**config.mk**
```make
export PLATFORM = sky130hd
export DESIGN_NAME = ddr_rd_burst
export DESIGN_NICKNAME = d
export VERILOG_FILES = /design/src/rtl/ddr_rd_pkg.sv /design/src/rtl/ddr_rd_cmd.sv /design/src/rtl/ddr_rd_pipe.sv /design/src/rtl/ddr_rd_slot.sv /design/src/rtl/ddr_rd_burst.sv
export SDC_FILE = /design/constraint.sdc
export NUM_CORES = 1
export LEC_CHECK = 0
export BUFFER_PORTS_ARGS = -buffer_cell sky130_fd_sc_hd__buf_2
export CAP_MARGIN = 20
export CORE_MARGIN = 3
export CORE_UTILIZATION = 40
export CTS_CLUSTER_DIAMETER = 100
export DETAILED_ROUTE_END_ITERATION = 16
export PLACE_DENSITY = 0.66
export SLEW_MARGIN = 30
export SYNTH_ARGS = -nofsm -noshare
export SYNTH_HDL_FRONTEND = slang
export SYNTH_SLANG_ARGS = --single-unit
```
**constraint.sdc**
```tcl
create_clock -name clk -period 3.45 [get_ports clk]
set_input_delay 0.1725 -clock clk [delete_from_list [all_inputs] [get_ports clk]]
set_output_delay 0.1725 -clock clk [all_outputs]
set_load 0.05 [all_outputs]
```
**src/rtl/ddr_rd_pkg.sv**
```systemverilog
`timescale 1ns/1ps
package ddr_rd_pkg;

   typedef enum logic {
      CAS_WHOLE = 1'b0,
      CAS_HALF  = 1'b1
   } cas_frac_e;

   // Latency expressed in half-clock slots.
   function automatic int unsigned lat_halves(int unsigned base, cas_frac_e frac,
                                              logic regd, int unsigned extra);
      int unsigned h;
      h = 2 * base;
      if (frac == CAS_HALF) h = h + 1;
      if (regd) h = h + 2 * extra;
      return h;
   endfunction

endpackage

```
**src/rtl/ddr_rd_cmd.sv**
```systemverilog
`timescale 1ns/1ps
module ddr_rd_cmd #(
   parameter int COL_W = 10,
   parameter int PAIRS = 4,
   localparam int PW = $clog2(PAIRS)
) (
   input  logic             clk,
   input  logic             rst_n,
   input  logic             rd,
   input  logic             term,
   input  logic [COL_W-1:0] col_in,
   output logic             rec_vld,
   output logic [COL_W-1:0] rec_col,
   output logic [PW-1:0]    rec_pair,
   output logic             clash
);

   localparam logic [PW-1:0] LAST_PAIR = PW'(PAIRS - 1);

   logic             open_q;
   logic [PW-1:0]    pair_q;
   logic [COL_W-1:0] col_q;

   // Record for the current clock: one pair of words, or nothing.
   always_comb begin
      rec_vld  = rd | (open_q & ~term);
      rec_col  = rd ? col_in : col_q;
      rec_pair = rd ? '0 : pair_q;
      clash    = rd & term;
   end

   always_ff @(posedge clk or negedge rst_n) begin
      if (!rst_n) begin
         open_q <= 1'b0;
         pair_q <= '0;
         col_q  <= '0;
      end else if (rd) begin
         open_q <= 1'b1;
         pair_q <= PW'(1);
         col_q  <= col_in;
      end else if (open_q) begin
         if (term) begin
            open_q <= 1'b0;
         end else begin
            pair_q <= pair_q + PW'(1);
            open_q <= (pair_q != LAST_PAIR);
         end
      end
   end

endmodule

```
**src/rtl/ddr_rd_pipe.sv**
```systemverilog
`timescale 1ns/1ps
module ddr_rd_pipe #(
   parameter int DEPTH = 4,
   parameter int COL_W = 10,
   parameter int PW    = 2
) (
   input  logic             clk,
   input  logic             rst_n,
   input  logic             in_vld,
   input  logic [COL_W-1:0] in_col,
   input  logic [PW-1:0]    in_pair,
   output logic             vld_o  [DEPTH],
   output logic [COL_W-1:0] col_o  [DEPTH],
   output logic [PW-1:0]    pair_o [DEPTH]
);

   for (genvar j = 0; j < DEPTH; j++) begin : g_stage
      if (j == 0) begin : g_head
         always_ff @(posedge clk or negedge rst_n) begin
            if (!rst_n) begin
               vld_o[0]  <= 1'b0;
               col_o[0]  <= '0;
               pair_o[0] <= '0;
            end else begin
               vld_o[0]  <= in_vld;
               col_o[0]  <= in_col;
               pair_o[0] <= in_pair;
            end
         end
      end else begin : g_tail
         always_ff @(posedge clk or negedge rst_n) begin
            if (!rst_n) begin
               vld_o[j]  <= 1'b0;
               col_o[j]  <= '0;
               pair_o[j] <= '0;
            end else begin
               vld_o[j]  <= vld_o[j-1];
               col_o[j]  <= col_o[j-1];
               pair_o[j] <= pair_o[j-1];
            end
         end
      end
   end

endmodule

```
**src/rtl/ddr_rd_slot.sv**
```systemverilog
`timescale 1ns/1ps
module ddr_rd_slot #(
   parameter int HALVES = 8,
   parameter int DATA_W = 16,
   parameter int UW     = 3
) (
   input  logic              h_vld  [HALVES],
   input  logic [DATA_W-1:0] h_word [HALVES],
   input  logic              h_odd  [HALVES],
   input  logic [UW-1:0]     u,
   output logic              dq_oe,
   output logic [DATA_W-1:0] dq,
   output logic              dqs_oe,
   output logic              dqs
);

   logic              cur;
   logic              cur_odd;
   logic [DATA_W-1:0] cur_word;
   logic              ahead;
   logic              behind;

   // u counts half slots back from the newest one; smaller u lies later in time.
   always_comb begin
      int ui;
      ui       = int'(u);
      cur      = 1'b0;
      cur_odd  = 1'b0;
      cur_word = '0;
      ahead    = 1'b0;
      behind   = 1'b0;
      for (int i = 0; i < HALVES; i++) begin
         if (i == ui) begin
            cur      = h_vld[i];
            cur_odd  = h_odd[i];
            cur_word = h_word[i];
         end
         if ((i + 1 == ui) || (i + 2 == ui)) ahead  = ahead | h_vld[i];
         if (i == ui + 1)                    behind = behind | h_vld[i];
      end
      dq_oe  = cur;
      dq     = cur ? cur_word : '0;
      dqs_oe = cur | ahead | behind;
      dqs    = cur & ~cur_odd;
   end

endmodule

```
**src/rtl/ddr_rd_burst.sv**
```systemverilog
`timescale 1ns/1ps
module ddr_rd_burst #(
   parameter int DATA_W    = 16,
   parameter int COL_W     = 10,
   parameter int BURST_LEN = 8,
   parameter int CL_BASE   = 2,
   parameter int REG_EXTRA = 1
) (
   input  logic              clk,
   input  logic              rst_n,
   input  logic              rd_cmd,
   input  logic              term_cmd,
   input  logic [COL_W-1:0]  rd_col,
   input  logic              cas_half,
   input  logic              reg_mode,
   output logic [DATA_W-1:0] dq_out,
   output logic              dq_oe,
   output logic              dqs_out,
   output logic              dqs_oe,
   output logic              proto_err
);

   localparam int PAIRS  = BURST_LEN / 2;
   localparam int PW     = $clog2(PAIRS);
   localparam int IDX_W  = $clog2(BURST_LEN);
   localparam int LH_MAX = 2 * CL_BASE + 1 + 2 * REG_EXTRA;
   localparam int DEPTH  = LH_MAX / 2 + 1;
   localparam int HALVES = 2 * DEPTH;
   localparam int LW     = $clog2(LH_MAX + 1);

   if (BURST_LEN < 4 || (BURST_LEN & (BURST_LEN - 1)) != 0) begin : g_bad_bl
      $error("BURST_LEN must be a power of two of at least 4");
   end
   if (CL_BASE < 2) begin : g_bad_cl
      $error("CL_BASE must be at least 2");
   end
   if (REG_EXTRA < 0) begin : g_bad_reg
      $error("REG_EXTRA must not be negative");
   end
   if (COL_W + IDX_W > DATA_W) begin : g_bad_w
      $error("DATA_W too narrow for column and burst index");
   end

   // Command stage
   logic             rec_vld;
   logic [COL_W-1:0] rec_col;
   logic [PW-1:0]    rec_pair;
   logic             clash;

   ddr_rd_cmd #(.COL_W(COL_W), .PAIRS(PAIRS)) u_cmd (
      .clk      (clk),
      .rst_n    (rst_n),
      .rd       (rd_cmd),
      .term     (term_cmd),
      .col_in   (rd_col),
      .rec_vld  (rec_vld),
      .rec_col  (rec_col),
      .rec_pair (rec_pair),
      .clash    (clash)
   );

   // Latency pipeline, one record per clock
   logic             p_vld  [DEPTH];
   logic [COL_W-1:0] p_col  [DEPTH];
   logic [PW-1:0]    p_pair [DEPTH];

   ddr_rd_pipe #(.DEPTH(DEPTH), .COL_W(COL_W), .PW(PW)) u_pipe (
      .clk     (clk),
      .rst_n   (rst_n),
      .in_vld  (rec_vld),
      .in_col  (rec_col),
      .in_pair (rec_pair),
      .vld_o   (p_vld),
      .col_o   (p_col),
      .pair_o  (p_pair)
   );

   // Unfold each record into its two half-clock words
   logic              h_vld  [HALVES];
   logic [DATA_W-1:0] h_word [HALVES];
   logic              h_odd  [HALVES];

   for (genvar j = 0; j < DEPTH; j++) begin : g_unfold
      for (genvar b = 0; b < 2; b++) begin : g_half
         // b = 0: later (odd) word, b = 1: earlier (even) word
         always_comb begin
            logic [DATA_W-1:0] w;
            w = '0;
            w[IDX_W-1:0]       = {p_pair[j], (b == 0) ? 1'b1 : 1'b0};
            w[IDX_W +: COL_W]  = p_col[j];
            h_vld[2*j+b]  = p_vld[j];
            h_word[2*j+b] = w;
            h_odd[2*j+b]  = (b == 0);
         end
      end
   end

   // Latency select
   ddr_rd_pkg::cas_frac_e frac;
   logic [LW-1:0]         lh;

   always_comb begin
      frac = ddr_rd_pkg::cas_frac_e'(cas_half);
      lh   = LW'(ddr_rd_pkg::lat_halves(CL_BASE, frac, reg_mode, REG_EXTRA));
   end

   // Slot decode for the high (h = 0) and low (h = 1) phase of the next clock
   logic              s_dq_oe  [2];
   logic [DATA_W-1:0] s_dq     [2];
   logic              s_dqs_oe [2];
   logic              s_dqs    [2];

   for (genvar h = 0; h < 2; h++) begin : g_phase
      logic [LW-1:0] u_sel;
      assign u_sel = lh - LW'(1 + h);
      ddr_rd_slot #(.HALVES(HALVES), .DATA_W(DATA_W), .UW(LW)) u_slot (
         .h_vld  (h_vld),
         .h_word (h_word),
         .h_odd  (h_odd),
         .u      (u_sel),
         .dq_oe  (s_dq_oe[h]),
         .dq     (s_dq[h]),
         .dqs_oe (s_dqs_oe[h]),
         .dqs    (s_dqs[h])
      );
   end

   // Registered phase values
   logic              hi_dq_oe, lo_dq_oe;
   logic [DATA_W-1:0] hi_dq, lo_dq;
   logic              hi_dqs_oe, lo_dqs_oe;
   logic              hi_dqs, lo_dqs;
   logic              err_q;

   always_ff @(posedge clk or negedge rst_n) begin
      if (!rst_n) begin
         hi_dq_oe  <= 1'b0;
         lo_dq_oe  <= 1'b0;
         hi_dq     <= '0;
         lo_dq     <= '0;
         hi_dqs_oe <= 1'b0;
         lo_dqs_oe <= 1'b0;
         hi_dqs    <= 1'b0;
         lo_dqs    <= 1'b0;
         err_q     <= 1'b0;
      end else begin
         hi_dq_oe  <= s_dq_oe[0];
         lo_dq_oe  <= s_dq_oe[1];
         hi_dq     <= s_dq[0];
         lo_dq     <= s_dq[1];
         hi_dqs_oe <= s_dqs_oe[0];
         lo_dqs_oe <= s_dqs_oe[1];
         hi_dqs    <= s_dqs[0];
         lo_dqs    <= s_dqs[1];
         err_q     <= clash;
      end
   end

   // Double-rate output select
   assign dq_out    = clk ? hi_dq     : lo_dq;
   assign dq_oe     = clk ? hi_dq_oe  : lo_dq_oe;
   assign dqs_out   = clk ? hi_dqs    : lo_dqs;
   assign dqs_oe    = clk ? hi_dqs_oe : lo_dqs_oe;
   assign proto_err = err_q;

endmodule

```
[Word level (Yosys, flattened, before mapping)]
Cells that the tools add are included.
W data, S select, Z words.
Storage, ports and cells
  register bits after elaboration: 94
  input bits: 16
  logic and storage cells: 208
Operators by class
  $add $sub $neg: 6
  equal/unequal tests: 30
  multiplexer cells: 93
  bitwise logic cells: 38
  reductions and logical operators: 18
Operator list (count)
  $mux W16: 17
  $eq A4 B32 Y1 const A: 8
  $eq A3 B32 Y1 const A: 4
  $mux W1: 69
  $eq A2 B32 Y1 const A: 2
  $logic_not A32 Y1: 2
  $or A1 B1 Y1: 31
  $mux W13: 2
  $eq A3 B3 Y1 const A: 8
  $eq A2 B3 Y1 const A: 4
  $logic_or A1 B1 Y1: 12
  $add A3 B1 Y4 const B: 2
  $mux W2: 4
  $eq A1 B3 Y1 const A: 2
  $logic_not A3 Y1: 2
  $and A1 B1 Y1: 4
  $ne A2 B2 Y1 const B: 2
  $add A3 B2 Y3 const B: 1
  $mux W3: 1
  $not A1 Y1: 3
  $sub A3 B1 Y3 const B: 1
  $sub A3 B2 Y3 const B: 1
  $add A2 B1 Y2 const B: 1
  $reduce_and A2 Y1: 1
  $reduce_bool A2 Y1: 1

[Longest topological paths before layout]
  depth after elaboration: 22
  depth in mapped cells: 9

[Modules after synthesis]
From an unflattened synthesis, not the netlist that was laid out.
Second synthesis, totals
  cell total of the unflattened synthesis: 669
  area, all modules: 6294.8 um^2
By module, submodules not included
  ddr_rd_slot: instances 2, cells each 257, area each 1561.5 um^2
  ddr_rd_pipe: instances 1, cells each 52, area each 1301.2 um^2
  ddr_rd_burst: instances 1, cells each 67, area each 1293.7 um^2
  ddr_rd_cmd: instances 1, cells each 36, area each 576.8 um^2

==> flow_summary.toml <==
[cells_and_area]
nets = 394
drive_above_1_share = 0.276
diodes = 0
multi_input_area_um2 = 1440
syn_to_final_growth_pct = 19.2
fillCellCount = 784
seq_area_um2 = 2200

[floorplanning]
initial_core_util = 0.423
coreArea_um2 = 8980
dieArea_um2 = 10700
fp.dieW_um = 103
die_h_um = 103
rows = 34
pin_count = 36

[power_and_ir_drop]
leakage_nw = 2.00
p_per_area_nw_per_um2 = 709
ir_drop_uv = 262

[placement]
place_ws_ns = 0.878
gp_congestion = 0.875
portBuffers = 32
dp_hpwl_um = 5030

[detailed_routing]
ant_nets = 0
wl_met2_um = 3370
num_vias = 2644
drt-pass1-iter-count = 7
routed_via_density = 5.30
wire_per_inst_um = 15.7
drt_iter0_markers = 317
routed.top_layer = "met4"
drt_wl_total_um = 7820
wl_met3_um = 410
drt-met1-wl_um = 3920
drc = 0

[synthesis]
ys.flop_type = "dfrtp_1"
ys_async_sr_fraction = 1.00
ys_types = 38
synthCells = 325
syn_area_um2 = 3800
yosysTopAreaCell = "dfrtp_1"
synth-seq-cells = 88
synth_edf_count = 0
synth_top_area_share = 0.580
syn_avg_cell_area_um2 = 11.7
yosysWarnings = 0
synth-seq-area-share = 0.580
synth.area.top_cells = "dfrtp_1 58%, mux2_2 7.7%, o21ai_0 3.8%, ha_1 3.3%, a221oi_1 3.0%"

[grt]
grt_max_degree = 89
grt_pass1_vias = 2785
grt_antenna_before_repair = 0
grt.overflow.total = 0
grt_usage = 0.163
grt_pass1_wl_um = 13300

[cts]
ctsHoldBuffers = 12
clkLatencyLatePin_ns = 0.45
post_cts_buffers = 0
cts_tree = "done"
cts_resized = 0
clk_pin_slew_ns = 0.08

[timing]
maxSlewViolCount = 0
setup_slack_ns = 0.671
setup_viol = 0
relSlewSlack = 0.433
fin_tns_setup_ns = 0
max_slew.worst_pin.slew_ns = 0.845
rsz0062_at_grt = "no"
hold_violations = 0
skew_ns = 0.00927

[setup_path]
critPathLaunchType = "clock port"
worstRegToRegCells = 4
worstReg2RegStart = "u_pipe.vld_o[2]"
crit_end = "dq_out[9]"
rrSetupSlack_ns = 1.58
cp_cell_sequence = "clkbuf_8 > clkbuf_8 > clkbuf_16 > mux2_2 > buf_2"
crit_start = "clk"
critPathArrivalTime_ns = 2.61
endpoint_kind = "output pin"
cp_slowest_cell = "mux2_2"
path_common_cell = "clkbuf_8"
slowest_delay_ns = 0.27
path_class = "clock port to output pin"
r2r-end = "lo_dqs_oe"
worstPathRequired_ns = 3.28
cp_max_fo = 4

[min_path]
hold_path_class = "input port to register"

[outcome]
outcome = "finished, final reports clean"

[run]
maxCapViolCount = 0
[how the worst min path moves through the flow]
stage                      from                to  depth (start not counted)  slack (ns)
2_1_floorplan             rst_n          hi_dq[0]                          0       -0.12
3_3_place_gp   u_pipe.pair_o[2]  u_pipe.pair_o[0]                          0        0.38
3_5_place_dp              rst_n          lo_dq[6]                          1        0.28
4_1_cts                  rd_cmd  u_pipe.pair_o[7]                          2        0.09
5_1_grt                  rd_cmd  u_pipe.pair_o[7]                          2        0.11
6_report                 rd_cmd  u_pipe.pair_o[7]                          2        0.10
[synthesized netlist by cell type, types with 2 or more instances]
| library cell | count |
|---|---|
| dfrtp_1 | 88 |
| buf_4 | 4 |
| a221oi_1 | 13 |
| a31o_2 | 12 |
| buf_6 | 3 |
| nor2b_1 | 4 |
| buf_2 | 3 |
| nor2_1 | 9 |
| or3_1 | 2 |
| mux2_2 | 26 |
| nand3_1 | 14 |
| nand2_1 | 17 |
| a21o_1 | 2 |
| and3_1 | 2 |
| o21ba_2 | 2 |
| a21oi_1 | 16 |
| ha_1 | 10 |
| nand2b_1 | 3 |
| clkbuf_1 | 17 |
| a221o_1 | 2 |
| o21ai_0 | 29 |
| nor3_1 | 13 |
| o22ai_1 | 13 |
| inv_1 | 6 |
| o31ai_1 | 2 |
[cell families (layout without fill, tap and decap cells)]
kind of cell	Yosys count	after routing	synth area share
AOI/OAI and AO/OA	98	98	0.176
DFF	88	88	0.580
and+or+nand+nor	68	68	0.0876
buffers and inverters	33	79	0.0435
muxes	26	26	0.0771
adders and majority gates	10	10	0.0329
other	1	3	0.000988
xor gates and xnor gates	1	1	0.00231
[layout by cell type (no fill, tap or decap), drive strengths merged, types with 2 or more instances in the layout]
cell type,instances
dfrtp,88
buf,37
o21ai,29
mux2,26
clkbuf,18
nand2,17
a21oi,16
nand3,14
nor3,13
o22ai,13
a221oi,13
a31o,12
dlygate4sd3,12
ha,10
nor2,9
inv,8
nor2b,4
nand2b,3
conb,3
o21ba,2
a221o,2
a21o,2
and3,2
or3,2
o31ai,2
bufinv,2
[layer usage]
layer / vias to the layer above / global-route usage
met5: - / 0
met4: 0 / 0.104
met3: 12 / 0.0409
met2: 96 / 0.207
met1: 1267 / 0.242
li1: 1269 / -
[stage by stage]
stage	cells	instance area [µm²]	util	power (mW)	hold slack, ns
final	499	4530	0.504	3.21	0.104
after global routing	499	4530	0.504	3.37	0.111
after CTS	499	4530	0.504	3.26	0.0887
after detailed placement	463	4020	0.448	1.99	0.284
after global placement	463	4020	0.448	1.98	0.379
after floorplan	327	3800	-	1.90	-0.123
[power breakdown]
part,internal (mW),switching (mW)
registers,1.14,0.0639
logic,0.115,0.164
clock network,0.902,0.829
[critical path: cells and delay by family]
| kind | cells | cell delay, ns |
|---|---|---|
| multiplexers | 1 | 0.27 |
| buffers and inverters | 4 | 0.62 |
[registers in the layout (all words and copies together), names as in the netlist]
name / count
hi_dq: 13
lo_dqs_oe: 1
lo_dq_oe: 1
hi_dq_oe: 1
u_cmd.pair_q: 2
u_pipe.col_o: 40
lo_dqs: 1
u_pipe.pair_o: 8
lo_dq: 13
u_cmd.open_q: 1
proto_err: 1
hi_dqs_oe: 1
u_pipe.vld_o: 4
hi_dqs: 1
[layout make-up]
cell class / instances / share of cell area
clock inverter: 6 / 0.0199
clock buffer: 34 / 0.0824
inverter: 6 / 0.00498
multi-input combinational: 206 / 0.318
timing repair buffer: 33 / 0.0539
sequential: 88 / 0.486
tap: 126 / 0.0348
Power figures use the tool's default switching activity.
